File: config.mk
export PLATFORM = sky130hd
export DESIGN_NAME = pwm_timer
export DESIGN_NICKNAME = d
export VERILOG_FILES = /design/src/rtl/pwm_pkg.sv /design/src/rtl/pwm_regs.sv /design/src/rtl/pwm_count.sv /design/src/rtl/pwm_chan_out.sv /design/src/rtl/pwm_timer.sv
export SDC_FILE = /design/constraint.sdc
export NUM_CORES = 1
export LEC_CHECK = 0
export BUFFER_PORTS_ARGS = -buffer_cell sky130_fd_sc_hd__clkbuf_2
export CORE_MARGIN = 5
export CORE_UTILIZATION = 53
export CTS_CLUSTER_DIAMETER = 120
export DETAILED_ROUTE_END_ITERATION = 12
export GPL_TIMING_DRIVEN = 0
export PLACE_DENSITY = 0.74
export RECOVER_POWER = 100
export SYNTH_ARGS = -nofsm -noshare
export SYNTH_HDL_FRONTEND = slang
export SYNTH_SLANG_ARGS = --single-unit
File: constraint.sdc
create_clock -name clk -period 2.15 [get_ports clk]
set_input_delay 0.3225 -clock clk [delete_from_list [all_inputs] [get_ports clk]]
set_output_delay 0.3225 -clock clk [all_outputs]
set_load 0.05 [all_outputs]
File: src/rtl/pwm_pkg.sv
package pwm_pkg;

    localparam int ADDR_W = 4;

    localparam logic [ADDR_W-1:0] A_CTRL  = 4'd0;
    localparam logic [ADDR_W-1:0] A_DIV   = 4'd1;
    localparam logic [ADDR_W-1:0] A_LIMIT = 4'd2;
    localparam logic [ADDR_W-1:0] A_EVENT = 4'd3;
    localparam logic [ADDR_W-1:0] A_COUNT = 4'd12;

    // control word, run at bit 0
    typedef struct packed {
        logic gate;
        logic lim_buf;
        logic run;
    } ctrl_t;

    // per-channel setup, out_en at bit 0
    typedef struct packed {
        logic cmp_buf;
        logic cmp_low;
        logic cmp_en;
        logic out_low;
        logic out_en;
    } ch_cfg_t;

    localparam int CTRL_W = $bits(ctrl_t);
    localparam int CFG_W  = $bits(ch_cfg_t);

    function automatic logic is_cmp_addr(logic [ADDR_W-1:0] a);
        return a[3:2] == 2'b01;
    endfunction

    function automatic logic is_cfg_addr(logic [ADDR_W-1:0] a);
        return a[3:2] == 2'b10;
    endfunction

    // level of one pin: idle level when disabled, else reference with polarity
    function automatic logic pin_level(logic en, logic active, logic low);
        return en ? (active ^ low) : low;
    endfunction

endpackage

File: src/rtl/pwm_regs.sv
module pwm_regs
    import pwm_pkg::*;
#(
    parameter int NUM_CH = 4,
    parameter int DW     = 16
) (
    input  logic                       clk,
    input  logic                       rst,
    input  logic                       wr_en,
    input  logic [ADDR_W-1:0]          addr,
    input  logic [DW-1:0]              wdata,
    input  logic                       upd_evt,
    input  logic [DW-1:0]              cnt,
    output logic [DW-1:0]              rdata,
    output ctrl_t                      ctrl,
    output logic [DW-1:0]              div,
    output logic [DW-1:0]              lim_act,
    output logic [NUM_CH-1:0][DW-1:0]  cmp_act,
    output ch_cfg_t [NUM_CH-1:0]       cfg,
    output logic                       force_evt
);

    logic [DW-1:0]             lim_wr;
    logic [NUM_CH-1:0][DW-1:0] cmp_wr;

    assign force_evt = wr_en && (addr == A_EVENT) && wdata[0];

    always_ff @(posedge clk) begin
        if (rst) begin
            ctrl    <= '0;
            div     <= '0;
            lim_wr  <= '0;
            lim_act <= '0;
            cmp_wr  <= '0;
            cmp_act <= '0;
            cfg     <= '0;
        end else begin
            // update event moves buffered values into working copies
            if (upd_evt) begin
                lim_act <= lim_wr;
                cmp_act <= cmp_wr;
            end
            if (wr_en) begin
                if (addr == A_CTRL) ctrl <= ctrl_t'(wdata[CTRL_W-1:0]);
                if (addr == A_DIV)  div  <= wdata;
                if (addr == A_LIMIT) begin
                    lim_wr <= wdata;
                    if (!ctrl.lim_buf) lim_act <= wdata;
                end
                for (int i = 0; i < NUM_CH; i++) begin
                    if (is_cmp_addr(addr) && addr[1:0] == 2'(i)) begin
                        cmp_wr[i] <= wdata;
                        if (!cfg[i].cmp_buf) cmp_act[i] <= wdata;
                    end
                    if (is_cfg_addr(addr) && addr[1:0] == 2'(i))
                        cfg[i] <= ch_cfg_t'(wdata[CFG_W-1:0]);
                end
            end
        end
    end

    always_comb begin
        rdata = '0;
        if (addr == A_CTRL)       rdata[CTRL_W-1:0] = ctrl;
        else if (addr == A_DIV)   rdata = div;
        else if (addr == A_LIMIT) rdata = lim_wr;
        else if (addr == A_COUNT) rdata = cnt;
        else begin
            for (int i = 0; i < NUM_CH; i++) begin
                if (is_cmp_addr(addr) && addr[1:0] == 2'(i)) rdata = cmp_wr[i];
                if (is_cfg_addr(addr) && addr[1:0] == 2'(i)) rdata[CFG_W-1:0] = cfg[i];
            end
        end
    end

endmodule

File: src/rtl/pwm_count.sv
module pwm_count #(
    parameter int DW = 16
) (
    input  logic          clk,
    input  logic          rst,
    input  logic          run,
    input  logic [DW-1:0] div,
    input  logic [DW-1:0] lim,
    input  logic          force_evt,
    output logic [DW-1:0] cnt,
    output logic          tick,
    output logic          upd_evt
);

    logic [DW-1:0] pre_q;
    logic          wrap;

    assign tick    = run && (pre_q >= div);
    // >= keeps a count above a freshly lowered limit from running to full scale
    assign wrap    = tick && (cnt >= lim);
    assign upd_evt = force_evt || wrap;

    always_ff @(posedge clk) begin
        if (rst) begin
            pre_q <= '0;
            cnt   <= '0;
        end else if (force_evt) begin
            pre_q <= '0;
            cnt   <= '0;
        end else if (run) begin
            if (tick) begin
                pre_q <= '0;
                cnt   <= wrap ? '0 : cnt + 1'b1;
            end else begin
                pre_q <= pre_q + 1'b1;
            end
        end
    end

endmodule

File: src/rtl/pwm_chan_out.sv
module pwm_chan_out
    import pwm_pkg::*;
#(
    parameter int DW = 16
) (
    input  logic [DW-1:0] cnt,
    input  logic [DW-1:0] cmp,
    input  ch_cfg_t       cfg,
    input  logic          gate,
    output logic          pin_p,
    output logic          pin_n
);

    logic ref_act;

    assign ref_act = cnt < cmp;
    assign pin_p   = pin_level(gate && cfg.out_en, ref_act, cfg.out_low);
    assign pin_n   = pin_level(gate && cfg.cmp_en, !ref_act, cfg.cmp_low);

endmodule

File: src/rtl/pwm_timer.sv
module pwm_timer
    import pwm_pkg::*;
#(
    parameter int NUM_CH = 4,
    parameter int DW     = 16
) (
    input  logic              clk,
    input  logic              rst,
    input  logic              wr_en,
    input  logic [3:0]        addr,
    input  logic [DW-1:0]     wdata,
    output logic [DW-1:0]     rdata,
    output logic [NUM_CH-1:0] pwm_o,
    output logic [NUM_CH-1:0] pwm_n_o
);

    ctrl_t                      ctrl;
    ch_cfg_t [NUM_CH-1:0]       cfg;
    logic [DW-1:0]              div;
    logic [DW-1:0]              lim_act;
    logic [NUM_CH-1:0][DW-1:0]  cmp_act;
    logic [DW-1:0]              cnt;
    logic                       tick;
    logic                       upd_evt;
    logic                       force_evt;
    logic                       run;
    logic                       gate;
    logic [NUM_CH-1:0]          pol_vec;
    logic [NUM_CH-1:0]          cpol_vec;

    assign run  = ctrl.run;
    assign gate = ctrl.gate;

    pwm_regs #(.NUM_CH(NUM_CH), .DW(DW)) u_regs (
        .clk       (clk),
        .rst       (rst),
        .wr_en     (wr_en),
        .addr      (addr),
        .wdata     (wdata),
        .upd_evt   (upd_evt),
        .cnt       (cnt),
        .rdata     (rdata),
        .ctrl      (ctrl),
        .div       (div),
        .lim_act   (lim_act),
        .cmp_act   (cmp_act),
        .cfg       (cfg),
        .force_evt (force_evt)
    );

    pwm_count #(.DW(DW)) u_count (
        .clk       (clk),
        .rst       (rst),
        .run       (run),
        .div       (div),
        .lim       (lim_act),
        .force_evt (force_evt),
        .cnt       (cnt),
        .tick      (tick),
        .upd_evt   (upd_evt)
    );

    for (genvar g = 0; g < NUM_CH; g++) begin : g_ch
        pwm_chan_out #(.DW(DW)) u_out (
            .cnt   (cnt),
            .cmp   (cmp_act[g]),
            .cfg   (cfg[g]),
            .gate  (gate),
            .pin_p (pwm_o[g]),
            .pin_n (pwm_n_o[g])
        );
        assign pol_vec[g]  = cfg[g].out_low;
        assign cpol_vec[g] = cfg[g].cmp_low;
    end

endmodule

==> metrics.txt <==
outcome complete, but fails checks; failing checks negative setup slack; DR vias roughly 13000; cts hold-fix bufs 0; die area ~27000 um2; Final Wtd Congestion 0.9842; Clock power frac between 40% and 50%; Yosys reg bits about 230; total CTS buffers 27; worst reg2reg startpoint u_count.cnt[5]$_SDFFE_PP0P_; hold depth 3; Hold Path Class input port to flop; NumNets Final about 1800; Seq/Total Area, Yosys about 37%; Post-Syn Area per Cell between 8 and 9 um2; first-pass GRT wire length 70.68 mm; post-layout util between 70% and 80%; yosys warns 0; clk slew on worst S/H paths around 0.060 ns; WP data required 1.83 ns; Layout Skew 0.01876 ns; Min Clock Period, post-route a little over 3 ns; total grt overflow 0; # IOs between 40 and 50; number of global-route vias before repair 12251; fin crit share 141.1%; Layout area overhead 35.66%; Crit Path Max Fanout 6; CTS sink cnt roughly 230; largest cells by area after synthesis dfxtp_1 37%, ha_1 9.3%, nand2_1 9.2%; die span in x between 150 and 200 um; post-synth cell types 64; CP startpoint u_count.cnt[9]$_SDFFE_PP0P_; reg-to-reg slack, setup -0.56 ns; DRT antenna net count 0; Vias/cell around 6.4; residual DRC count 0; R2R Path End u_regs.cmp_act[63]$_SDFF_PP0_; Slew Viols, Final 0; Internal 7.608 mW; critical path arrival roughly 2.7 ns; Pwr Total roughly 10 mW; Max-Cap Viols 0; most common cell in the synthesized netlist nand2_1; initial antenna violation count 0; RSZ-0062 raised after global routing yes; worst vdd ir slightly below 600 uV; min-delay src wdata[13]; TritonCTS clock tree done; combinational power share 11.0%; syn_nets roughly 1700; number of synthesized flops with an enable pin 0; Crit Path Class flop to output port; Pwr Density 599.0 nW/um2; Post-Synthesis Cells around 1600; largest net degree at the start of global routing 17; f_max between 300 and 400 MHz; IO Port Bufs 41; Slew HR 44.24%; Starting Density between 50 and 60%; Least-Margin Pin Slew 0.8364 ns; n_diodes 0; post-synth top area share 36.56%; commonest cells in the synthesized netlist 311 x nand2_1, 231 x dfxtp_1, 145 x a21oi_1; fraction of registers with async set/reset 0%; die height about 160 um; maximum root-to-sink buffer count 3; cell row count 56; drt first-iter violations roughly 2000; drt total wl approximately 50 mm; worst skew pair latency 0.55 ns; Synth area leader dfxtp_1; drt pass-1 iters 10; Worst Hold End u_regs.cmp_act[13]$_SDFF_PP0_; switch share about a quarter; Flop pwr share 42.4%; Multi-input gate area ~8400 um2; Worst Setup End Kind output port; Leakage 6.941 nW; Fin. Hold Viols 0; R2R cell count 12; Core ar. ~23000 um2; total track usage between 30% and 40%; Filler Cell Count between 1500 and 2000; Post-synth top flop dfxtp_1; dpl hpwl just over 30 mm; layout cell share with drive strength beyond 1 around 28%; final worst setup slack -0.8831 ns; H-tree depth 1; CTS root buffer clkbuf_16; DR WL/cell around 24 um; Reg area between 4000 and 5000 um2; crit path launch type flop; net load switching power ~2.7 mW; Mapped Area around 13000 um2; Finish-stage setup viols 200
==> how the worst max path moves through the flow <==
stage / end / slack [ns] / depth (start not counted)
finish: pwm_o[3] / -0.88 / 11
global route: pwm_o[1] / -0.93 / 10
CTS: pwm_o[2] / -0.83 / 10
detailed placement: rdata[5] / -0.93 / 9
global placement: rdata[5] / -0.89 / 9
floorplan: rdata[5] / -0.07 / 8
==> layout make-up <==
cell class | count | share of cell area, %
Buffer | 103 | 4.484
Multi-Input combinational cell | 1134 | 48.72
Sequential cell | 231 | 27.74
Timing Repair Buffer | 134 | 9.114
Clock buffer | 40 | 4.805
Clock inverter | 8 | 0.5468
Inverter | 101 | 2.268
Tap cell | 319 | 2.326
==> registers in the layout, indices dropped and copies added, names as in the netlist <==
name and cells:
u_count.cnt 16, u_count.pre_q 16, u_regs.cfg 20, u_regs.cmp_act 64, u_regs.cmp_wr 64, u_regs.ctrl 3
u_regs.div 16, u_regs.lim_act 16, u_regs.lim_wr 16
==> worst max-delay path: stages (launching register included) <==
cell and delay, ns:
dfxtp_4 0.46, ha_4 0.24, a21o_1 0.16, a21o_1 0.17, a21oi_2 0.18, o21ai_2 0.08
a21oi_2 0.11, buf_6 0.14, nand3_4 0.08, xnor2_2 0.20, buf_4 0.16, clkbuf_16 0.15
==> cell families (layout without fill, tap and decap cells) <==
family | after synthesis | after routing | synth area share [%]
DFF | 231 | 231 | 36.56
adders and majority gates | 94 | 94 | 9.298
AOI/OAI and AO/OA | 359 | 359 | 17.21
xor gates and xnor gates | 27 | 27 | 1.869
muxes | 120 | 120 | 10.40
and+or+nand+nor | 533 | 534 | 17.74
buffers and inverters | 210 | 386 | 6.924
==> timing repair <==
item	CTS	global route
buffers inserted	48	37
resized for setup	325	169
pin swaps	84	100
cloned	12	3
endpoints found under the hold margin	0	0
endpoints found under the setup margin	136	144
==> metal layers <==
layer | track usage (%) | vias up | part of all wire (%)
met5 | 0.1894 | - | 0
met4 | 14.56 | 0 | 6.3
met3 | 8.261 | 254 | 12
met2 | 52.62 | 989 | 44
met1 | 44.49 | 6233 | 37
li1 | - | 5760 | -
==> cell usage in the layout (no fill, tap or decap), types with 15 or more instances in the layout <==
| cell | instances |
|---|---|
| clkbuf_2 | 17 |
| o21ai_2 | 15 |
| nand2_1 | 289 |
| clkbuf_16 | 40 |
| nand2_2 | 20 |
| o21ai_1 | 61 |
| ha_4 | 32 |
| mux2i_1 | 102 |
| a21o_1 | 20 |
| buf_6 | 27 |
| nor2_1 | 101 |
| buf_4 | 63 |
| nand4_1 | 18 |
| a211oi_1 | 30 |
| dfxtp_2 | 45 |
| and3_1 | 15 |
| inv_1 | 88 |
| clkbuf_1 | 68 |
| buf_12 | 19 |
| dfxtp_1 | 165 |
| a21oi_1 | 118 |
| dfxtp_4 | 21 |
| xor2_1 | 18 |
| o21ai_0 | 17 |
| nand3_1 | 19 |
| ha_1 | 58 |
| buf_8 | 19 |
| a21oi_2 | 23 |
==> metrics by stage <==
stage / cell area [um2] / cells / TNS, ns / hold WS [ns] / worst slack [ns]
detailed placement: 13490 / 1934 / -99.67 / 0.4550 / -0.9322
floorplan: 12890 / 1574 / -0.8607 / 0.4347 / -0.07018
global route: 17160 / 2070 / -63.88 / 0.06398 / -0.9297
finish: 17160 / 2070 / -63.33 / 0.04527 / -0.8831
CTS: 16340 / 2037 / -36.81 / 0.03807 / -0.8340
global placement: 13490 / 1934 / -93.61 / 0.4423 / -0.8939
==> power by group through the flow <==
stage	combinational [mW]	sequential, mW	clock (mW)
2_1_floorplan	0.498	4.45	0
3_3_place_gp	0.748	4.47	0
3_5_place_dp	0.756	4.47	0
4_1_cts	0.982	4.37	4.76
5_1_grt	1.17	4.36	4.95
6_report	1.13	4.36	4.79
No activity file was read; power rests on OpenSTA's default activity.
